$ cat src/rtl/fan_lock_pkg.sv
package fan_lock_pkg;

   typedef enum logic {
      PH_WATCH  = 1'b0,
      PH_LOCKED = 1'b1
   } lock_phase_e;

   function automatic int unsigned frac_of(input int unsigned full,
                                           input int unsigned num,
                                           input int unsigned den);
      return (full * num) / den;
   endfunction

endpackage

$ cat src/rtl/flg_tick_div.sv
module flg_tick_div #(
   parameter int unsigned DIV = 4
) (
   input  logic clk,
   input  logic rst_n,
   input  logic clr,
   input  logic run,
   output logic tick
);

   generate
      if (DIV < 1) begin : g_bad_div
         $error("flg_tick_div: DIV must be at least 1");
      end

      if (DIV == 1) begin : g_direct
         assign tick = run;
      end else begin : g_count
         localparam int unsigned PW = $clog2(DIV);
         localparam logic [PW-1:0] LAST = PW'(DIV - 1);

         logic [PW-1:0] pre_q;

         always_ff @(posedge clk) begin
            if (!rst_n) begin
               pre_q <= '0;
            end else if (clr) begin
               pre_q <= '0;
            end else if (run) begin
               pre_q <= (pre_q == LAST) ? '0 : pre_q + PW'(1);
            end
         end

         assign tick = run && (pre_q == LAST);

         AST_PRE_BOUND: assert property (@(posedge clk) disable iff (!rst_n)
            pre_q <= LAST);

         AST_CLR_EMPTIES: assert property (@(posedge clk) disable iff (!rst_n)
            clr |=> !tick);
      end
   endgenerate

endmodule

$ cat src/rtl/flg_ramp.sv
module flg_ramp #(
   parameter int unsigned W    = 8,
   parameter int unsigned HIGH = 193,
   parameter int unsigned LOW  = 61
) (
   input  logic         clk,
   input  logic         rst_n,
   input  logic         clr,
   input  logic         up,
   input  logic         dn,
   output logic [W-1:0] cnt,
   output logic         hit_high,
   output logic         hit_low
);

   localparam logic [W-1:0] HI_V  = W'(HIGH);
   localparam logic [W-1:0] HI_M1 = W'(HIGH - 1);
   localparam logic [W-1:0] LO_P1 = W'(LOW + 1);

   generate
      if (HIGH >= (1 << W)) begin : g_bad_high
         $error("flg_ramp: HIGH exceeds counter range");
      end
      if (LOW + 1 >= HIGH) begin : g_bad_gap
         $error("flg_ramp: LOW must be below HIGH-1");
      end
   endgenerate

   logic [W-1:0] cnt_q;

   assign hit_high = up && (cnt_q >= HI_M1);
   assign hit_low  = dn && (cnt_q <= LO_P1);

   always_ff @(posedge clk) begin
      if (!rst_n) begin
         cnt_q <= '0;
      end else if (clr) begin
         cnt_q <= '0;
      end else if (hit_high) begin
         cnt_q <= HI_V;
      end else if (hit_low) begin
         cnt_q <= '0;
      end else if (up) begin
         cnt_q <= cnt_q + W'(1);
      end else if (dn) begin
         cnt_q <= cnt_q - W'(1);
      end
   end

   assign cnt = cnt_q;

   AST_CNT_CEILING: assert property (@(posedge clk) disable iff (!rst_n)
      cnt_q <= HI_V);

   AST_DN_ABOVE_LOW: assert property (@(posedge clk) disable iff (!rst_n)
      dn |-> (cnt_q > W'(LOW)));

   AST_NO_UPDOWN: assert property (@(posedge clk) disable iff (!rst_n)
      !(up && dn));

endmodule

$ cat src/rtl/flg_status.sv
module flg_status (
   input  logic clk,
   input  logic rst_n,
   input  logic set_lock,
   input  logic stby_drop,
   input  logic rot_edge,
   input  logic release_now,
   output logic rot_status,
   output logic restart
);

   logic stat_q;
   logic rst_pulse_q;

   always_ff @(posedge clk) begin
      if (!rst_n) begin
         stat_q <= 1'b1;
      end else if (set_lock) begin
         stat_q <= 1'b1;
      end else if (stby_drop || rot_edge) begin
         stat_q <= 1'b0;
      end
   end

   always_ff @(posedge clk) begin
      if (!rst_n) begin
         rst_pulse_q <= 1'b0;
      end else begin
         rst_pulse_q <= release_now;
      end
   end

   assign rot_status = stat_q;
   assign restart    = rst_pulse_q;

   AST_RESTART_SINGLE: assert property (@(posedge clk) disable iff (!rst_n)
      rst_pulse_q |=> !rst_pulse_q);

   AST_RESTART_KEEPS_STAT: assert property (@(posedge clk) disable iff (!rst_n)
      rst_pulse_q |-> stat_q);

endmodule

$ cat src/rtl/fan_lock_guard.sv
module fan_lock_guard
   import fan_lock_pkg::*;
#(
   parameter int unsigned CNT_W     = 8,
   parameter int unsigned UP_DIV    = 4,
   parameter int unsigned DN_RATIO  = 10,
   parameter int unsigned HI_NUM    = 25,
   parameter int unsigned LO_NUM    = 8,
   parameter int unsigned SCALE_DEN = 33
) (
   input  logic clk,
   input  logic rst_n,
   input  logic lock_en,
   input  logic spd_edge,
   input  logic stby_active,
   input  logic stby_clear,
   output logic lock_prot,
   output logic restart,
   output logic rot_status
);

   localparam int unsigned FULL     = (1 << CNT_W) - 1;
   localparam int unsigned HIGH_LVL = frac_of(FULL, HI_NUM, SCALE_DEN);
   localparam int unsigned LOW_LVL  = frac_of(FULL, LO_NUM, SCALE_DEN);
   localparam int unsigned DN_DIV   = UP_DIV * DN_RATIO;

   generate
      if (CNT_W < 2 || CNT_W > 24) begin : g_bad_width
         $error("fan_lock_guard: CNT_W out of range");
      end
      if (SCALE_DEN == 0 || HI_NUM > SCALE_DEN) begin : g_bad_high_frac
         $error("fan_lock_guard: upper threshold fraction invalid");
      end
      if (LO_NUM >= HI_NUM) begin : g_bad_low_frac
         $error("fan_lock_guard: lower threshold must be below upper");
      end
      if (DN_RATIO < 1 || UP_DIV < 1) begin : g_bad_rate
         $error("fan_lock_guard: rates must be at least 1");
      end
   endgenerate

   lock_phase_e  phase_q;
   logic         in_lock;
   logic         stby_any;
   logic         watching;
   logic         up_run, dn_run;
   logic         up_tick, dn_tick;
   logic         ramp_clr;
   logic         hit_high, hit_low;
   logic [CNT_W-1:0] level;

   assign in_lock  = (phase_q == PH_LOCKED);
   assign stby_any = stby_clear || stby_active;
   assign watching = !in_lock && lock_en && !stby_any;
   assign up_run   = watching && !spd_edge;
   assign dn_run   = in_lock && lock_en && !stby_any;
   assign ramp_clr = !lock_en || stby_any || (!in_lock && spd_edge);

   flg_tick_div #(.DIV(UP_DIV)) u_up_div (
      .clk   (clk),
      .rst_n (rst_n),
      .clr   (!up_run),
      .run   (up_run),
      .tick  (up_tick)
   );

   flg_tick_div #(.DIV(DN_DIV)) u_dn_div (
      .clk   (clk),
      .rst_n (rst_n),
      .clr   (!dn_run),
      .run   (dn_run),
      .tick  (dn_tick)
   );

   flg_ramp #(
      .W    (CNT_W),
      .HIGH (HIGH_LVL),
      .LOW  (LOW_LVL)
   ) u_ramp (
      .clk      (clk),
      .rst_n    (rst_n),
      .clr      (ramp_clr),
      .up       (up_tick),
      .dn       (dn_tick),
      .cnt      (level),
      .hit_high (hit_high),
      .hit_low  (hit_low)
   );

   always_ff @(posedge clk) begin
      if (!rst_n) begin
         phase_q <= PH_WATCH;
      end else begin
         unique case (phase_q)
            PH_WATCH: begin
               if (hit_high) phase_q <= PH_LOCKED;
            end
            PH_LOCKED: begin
               if (!lock_en || stby_any || hit_low) phase_q <= PH_WATCH;
            end
            default: phase_q <= PH_WATCH;
         endcase
      end
   end

   flg_status u_status (
      .clk         (clk),
      .rst_n       (rst_n),
      .set_lock    (hit_high),
      .stby_drop   (in_lock && lock_en && stby_any),
      .rot_edge    (!in_lock && spd_edge),
      .release_now (hit_low),
      .rot_status  (rot_status),
      .restart     (restart)
   );

   assign lock_prot = in_lock;

   AST_LOCK_REPORTS: assert property (@(posedge clk) disable iff (!rst_n)
      lock_prot |-> rot_status);

   AST_RESTART_AT_FALL: assert property (@(posedge clk) disable iff (!rst_n)
      restart |-> ($past(lock_prot) && !lock_prot));

   AST_EDGE_NO_LOCK: assert property (@(posedge clk) disable iff (!rst_n)
      (spd_edge && !lock_prot) |=> !lock_prot);

   AST_STBY_RELEASE: assert property (@(posedge clk) disable iff (!rst_n)
      (lock_prot && lock_en && stby_any) |=> (!lock_prot && !rot_status && !restart));

   AST_STBY_NO_ENTRY: assert property (@(posedge clk) disable iff (!rst_n)
      (stby_active && !lock_prot) |=> !lock_prot);

   AST_STRAP_OFF: assert property (@(posedge clk) disable iff (!rst_n)
      !lock_en |=> (!lock_prot && !restart));

   AST_LEVEL_IN_LOCK: assert property (@(posedge clk) disable iff (!rst_n)
      (lock_prot && !$past(lock_prot)) |-> (level == CNT_W'(HIGH_LVL)));

endmodule

$ cat config.mk
export PLATFORM = sky130hd
export DESIGN_NAME = fan_lock_guard
export DESIGN_NICKNAME = d
export VERILOG_FILES = /design/src/rtl/fan_lock_pkg.sv /design/src/rtl/flg_tick_div.sv /design/src/rtl/flg_ramp.sv /design/src/rtl/flg_status.sv /design/src/rtl/fan_lock_guard.sv
export SDC_FILE = /design/constraint.sdc
export NUM_CORES = 1
export LEC_CHECK = 0
export ABC_AREA = 1
export BUFFER_PORTS_ARGS = -buffer_cell sky130_fd_sc_hd__buf_2
export CORE_MARGIN = 1
export CORE_UTILIZATION = 58
export DETAILED_ROUTE_END_ITERATION = 16
export PLACE_DENSITY = 0.77
export SLEW_MARGIN = 40
export SYNTH_ARGS = -nofsm -noshare
export SYNTH_HDL_FRONTEND = slang
export SYNTH_SLANG_ARGS = --single-unit
$ cat constraint.sdc
create_clock -name clk -period 2.3 [get_ports clk]
set_clock_uncertainty 0.2 [all_clocks]
set_input_delay 0.46 -clock clk [delete_from_list [all_inputs] [get_ports clk]]
set_output_delay 0.46 -clock clk [all_outputs]
set_load 0.05 [all_outputs]
After elaboration in Yosys (flattened, before gate mapping)
Cells that the tools add are included.
- bits in registers: 19
- input bits: 6
- output and inout port bits: 3
- logic and storage cells: 53
- $add $sub $neg: 4
- order comparisons: 2
- equality and inequality tests: 2
- mux-type cells: 7
- bitwise logic cells: 4
- reductions and logical operators: 27
- operators by type and width (kind ; number):
    two-way mux 8 bit ; 4
    logical AND 1 bit ; 11
    adder 8 x 1 -> 8 bit (second input constant) ; 1
    greater-or-equal comparator 8 bit (second input constant) ; 1
    <= comparator 8 x 6 -> 1 bit (second input constant) ; 1
    subtractor 8 x 1 -> 8 bit (second input constant) ; 1
    adder 6 x 1 -> 6 bit (second input constant) ; 1
    equality test 6 bit (second input constant) ; 1
    OR reduction 3 bit ; 2
    logical OR 1 bit ; 5
    zero test 1 bit ; 4
    NOT 1 bit ; 4
    nonzero test 4 bit ; 1
    OR reduction 2 bit ; 2
    OR reduction 4 bit ; 1
    adder 2 x 1 -> 2 bit (second input constant) ; 1
    equality test 2 bit (second input constant) ; 1
    two-way mux 1 bit ; 2
    one-hot mux 1 bit (2 select lines) ; 1
    nonzero test 2 bit ; 1

Depth between registers and ports, before layout
- depth after elaboration: 8
- depth in mapped cells: 14

Hierarchy
Synthesis repeated with hierarchy kept, for this count alone.
- cells, all modules: 200
- area total of the unflattened synthesis: 1300.0 um^2
- by module, submodules not included (module ; instances ; cells each ; area each (um^2) ; seq. area each (um^2)):
    flg_ramp ; 1 ; 105 ; 671.9 ; 160.2
    flg_tick_div (u_dn_div) ; 1 ; 49 ; 335.3 ; 120.1
    fan_lock_guard ; 1 ; 21 ; 115.1 ; 20.0
    flg_tick_div (u_up_div) ; 1 ; 16 ; 108.9 ; 40.0
    flg_status ; 1 ; 9 ; 68.8 ; 40.0

Worst setup path after synthesis
No wires, ideal clock.
- path type: flip-flop to flip-flop
- start point: reg phase_q, in the netlist lock_prot
- end point: reg u_ramp.cnt_q[5], in the netlist u_ramp.cnt[5]
- setup time: 0.067 ns
- data arrival time: 2.002 ns
- setup slack: 0.031 ns
- cell stages (with the launch flop): 12
- path buffers: 0
- clock period less this slack: 2.269 ns
- cell sequence: dfxtp_1 inv_2 nand2_2 nor2_4 nand2_4 ha_1 or2_0 nand2_1 nor2_1 o21ai_0 nand3_1 a21oi_2
- word-level cells in the longest chain between the ends: 7
- ends and longest elaborated chain (element ; RTL line ; RTL):
    start, declared ; fan_lock_guard.sv:42 ; lock_phase_e phase_q;
    start signal, assigned ; fan_lock_guard.sv:92 ; phase_q <= PH_WATCH;
    start signal, assigned ; fan_lock_guard.sv:96 ; if (hit_high) phase_q <= PH_LOCKED;
    start signal, assigned ; fan_lock_guard.sv:99 ; if (!lock_en || stby_any || hit_low) phase_q <= PH_WATCH;
    zero test 1 bit ; fan_lock_guard.sv:54, fan_lock_guard.sv:57 ;
    logical AND 1 bit (2 in series) ; fan_lock_guard.sv:54 ; assign watching = !in_lock && lock_en && !stby_any;
    logical AND 1 bit ; fan_lock_guard.sv:55 ; assign up_run = watching && !spd_edge;
    logical AND 1 bit ; flg_tick_div.sv:34 ; assign tick = run && (pre_q == LAST);
    logical AND 1 bit ; flg_ramp.sv:31 ; assign hit_high = up && (cnt_q >= HI_M1);
    OR reduction 4 bit (no source line) ; - ;
    end signal, assigned ; flg_ramp.sv:44 ; cnt_q <= cnt_q + W'(1);
    end signal, assigned ; flg_ramp.sv:46 ; cnt_q <= cnt_q - W'(1);
    end, declared ; flg_ramp.sv:29 ; logic [W-1:0] cnt_q;
Several ways; a longest one is shown, not always the timed one.
A chain may end at the register's enable or synchronous reset.

Worst setup path in the final report
- start point: reg u_up_div.g_count.pre_q[0]
- end point: reg u_ramp.cnt_q[4], in the netlist u_ramp.cnt[4]
- word-level cells in the longest chain between the ends: 4
- ends and longest elaborated chain (element ; RTL line ; RTL):
    start, declared ; flg_tick_div.sv:22 ; logic [PW-1:0] pre_q;
    start signal, assigned ; flg_tick_div.sv:30 ; pre_q <= (pre_q == LAST) ? '0 : pre_q + PW'(1);
    equality test 2 bit * ; flg_tick_div.sv:34 ;
    logical AND 1 bit * ; flg_tick_div.sv:34 ;
    logical AND 1 bit ; flg_ramp.sv:31 ;
    OR reduction 4 bit (no source line) ; - ;
Mark *: on every way between the ends. The rest lies on a longest branch, timed or not.

==> metrics.cfg <==
[critical_path]
end_kind=flop
cp-start-kind=flop
cp.required_ns=2.33
setup.worst_path.start=u_up_div.g_count.pre_q[0]
reg2reg_from=u_up_div.g_count.pre_q[0]
critPathArrivalTime_ns=2.16
path_class=flop to flop
cp_max_fo=6

[sta]
setup_tns_ns=0
rsz0062_at_grt=false
setup_viol=0
slew_violations=0
max_freq_ghz=0.469
hold_viol=0
timing.hold.ws_ns=0.192
final.period_utilization_pct=92.7
min_period_ns=2.13
maxSlewHeadroom_pct=65.5
max_slew.worst_pin.slew_ns=0.518

[floorplanning]
core_area_um2=1800
fp.dieW_um=47.0
rows=15
dieArea_um2=2210
start_util_pct=65.1
dieHeight_um=47.0
io_pins=9

[finish]
drive_gt1_share_pct=22.5
areaGrowthSynthToFinish_pct=12.6
antenna_cells=0
final_nets=195
utilization_pct=73.3
fin_cells=203

[clock_tree]
insertion_delay_ns=0.30
cts_buffers=3
htree_levels=1
cts_root_buf=clkbuf_4
ctsLongestPathBuffers=2
clk_pin_slew_ns=0.10
cts.sinks=19
cts_tree=yes
hold_buffers=0

[synth]
synthArstFlopShare_pct=0
synth_area_um2=1170
ys.flop_type=dfxtp_1
synth.distinct_cells=27
ys_top_cells_by_count=nand2_1 (35), nor2_1 (23), dfxtp_1 (19), inv_1 (17), nand3_1 (13)
syn_nets=178
synth_edf_count=0
yosys.area.top_type=dfxtp_1
synth_top_area_share_pct=32.4
synthTopCellsByArea=dfxtp_1 (32%), nand2_1 (11%), ha_1 (9.6%)
avgSynthCellArea_um2=7.24
synth_seq_cells=19
seq_area_frac_synth_pct=32.4
yosysWarnings=0
synth_most_common_cell=nand2_1
synthCells=162

[place]
port_buffers=8
gp_congestion=0.904
hpwl_mm=1.75
dp_cells=197

[global_route]
antenna_found_initial=0
grt_pass1_vias=901
grt_pass1_wl_mm=3.71
grt_overflow=0
grt_max_degree=12
grt_use_total_pct=24.2

[drt]
wl_met3_um=52
wirelength_met1_mm=1.12
drt_iter0_drc=27
antenna_left=0
detail_route.wl_per_cell_um=11.3
via_count=1049
highest_layer=met4
wl_mm=2.29
via_per_inst=5.17
first_pass_iters=4
drcViolationCount=0
dr_wl_met2_mm=1.11

[hold_path]
hold_path_class=input port to flop
hp-start=rst_n

[power]
peakVddDrop_v=0.000402
leakage_nw=0.571
power.density_nw_per_um2=395

[job]
drv_cap=0

[run_status]
status=completed

-- critical path, cell delays in order (launching register included) --
cell and delay (ns):
dfxtp_2 0.35, ha_1 0.18, inv_1 0.07, nor2_4 0.14, nand2_4 0.11, fa_1 0.42, nand3_1 0.10, nand2_1 0.09
xor2_1 0.18, nand2_1 0.07, a21oi_1 0.16
-- timing repair --
action	4_1_cts	5_1_grt
resized for setup	0	5
endpoints found under the setup margin	0	3
setup buffers	0	1
-- flip-flops by register name, indices dropped and copies added, names as in the netlist --
name,flops
lock_prot,1
u_dn_div.g_count.pre_q,6
u_ramp.cnt,8
u_status.restart,1
u_status.rot_status,1
u_up_div.g_count.pre_q,2
-- cell type report --
type	count	area, um^2
multi-input cells	121	726
fillers	156	482
inverters	22	83.8
well taps	25	31.3
clock buffers	3	22.5
repair buffers	12	70.1
clock inverters	1	5.00
flip-flops and latches	19	382
-- logic make-up (layout without fill, tap and decap cells) --
kind of cell               Yosys count  count (layout)  share of synthesized area (%)
DFF                                 19              19                           32.4
adders and majority gates           10              10                           11.3
xor gates and xnor gates             4               4                           2.99
AOI/OAI and AO/OA                   18              18                           8.75
buffers and inverters               23              38                           8.11
and+or+nand+nor                     88              89                           36.4
-- placed cells by master (no fill, tap or decap), types with 2 or more instances in the layout --
| master | synthesis | layout |
|---|---|---|
| nor2_1 | 23 | 23 |
| buf_2 | 0 | 8 |
| nand3_2 | 4 | 4 |
| buf_4 | 0 | 4 |
| nor2_4 | 2 | 2 |
| nand4_1 | 2 | 2 |
| dfxtp_1 | 19 | 18 |
| nand2_2 | 2 | 4 |
| clkbuf_4 | 0 | 3 |
| nor3b_1 | 2 | 2 |
| a21oi_1 | 8 | 8 |
| ha_1 | 9 | 8 |
| nand3_1 | 13 | 13 |
| inv_2 | 4 | 4 |
| xor2_1 | 3 | 2 |
| a21oi_2 | 2 | 2 |
| clkinv_2 | 1 | 2 |
| o21ai_0 | 6 | 5 |
| inv_1 | 17 | 17 |
| nand2_1 | 35 | 34 |
-- final timing paths --
path,slack [ns],to,depth (start not counted)
max,0.17,u_ramp.cnt[4],10
min,0.19,u_status.rot_status,2
max reg2reg,0.17,u_ramp.cnt[4],10
min reg2reg,0.23,u_up_div.g_count.pre_q[0],1
-- per-stage QoR --
step	area, um^2	power, mW	setup slack, ns
after floorplan	1170	0.354	0.0311
after CTS	1280	0.530	0.0649
after global routing	1320	0.543	0.0157
after detailed placement	1250	0.364	-0.0134
after global placement	1250	0.363	0.00226
final	1320	0.522	0.168
-- power breakdown --
group | total (mW) | internal, mW | leakage, nW | switching [mW]
clock | 0.165 | 0.0648 | 0.0177 | 0.0998
combinational | 0.0258 | 0.00899 | 0.400 | 0.0168
sequential | 0.331 | 0.330 | 0.154 | 0.000846
total | 0.522 | 0.404 | 0.571 | 0.117
-- layer usage --
metal | track usage [%] | vias to the layer above
met3 | 5.77 | 2
li1 | - | 554
met1 | 32.5 | 479
met2 | 38.9 | 14
met5 | 0 | -
met4 | 6.86 | 0
Power figures use the tool's default switching activity.
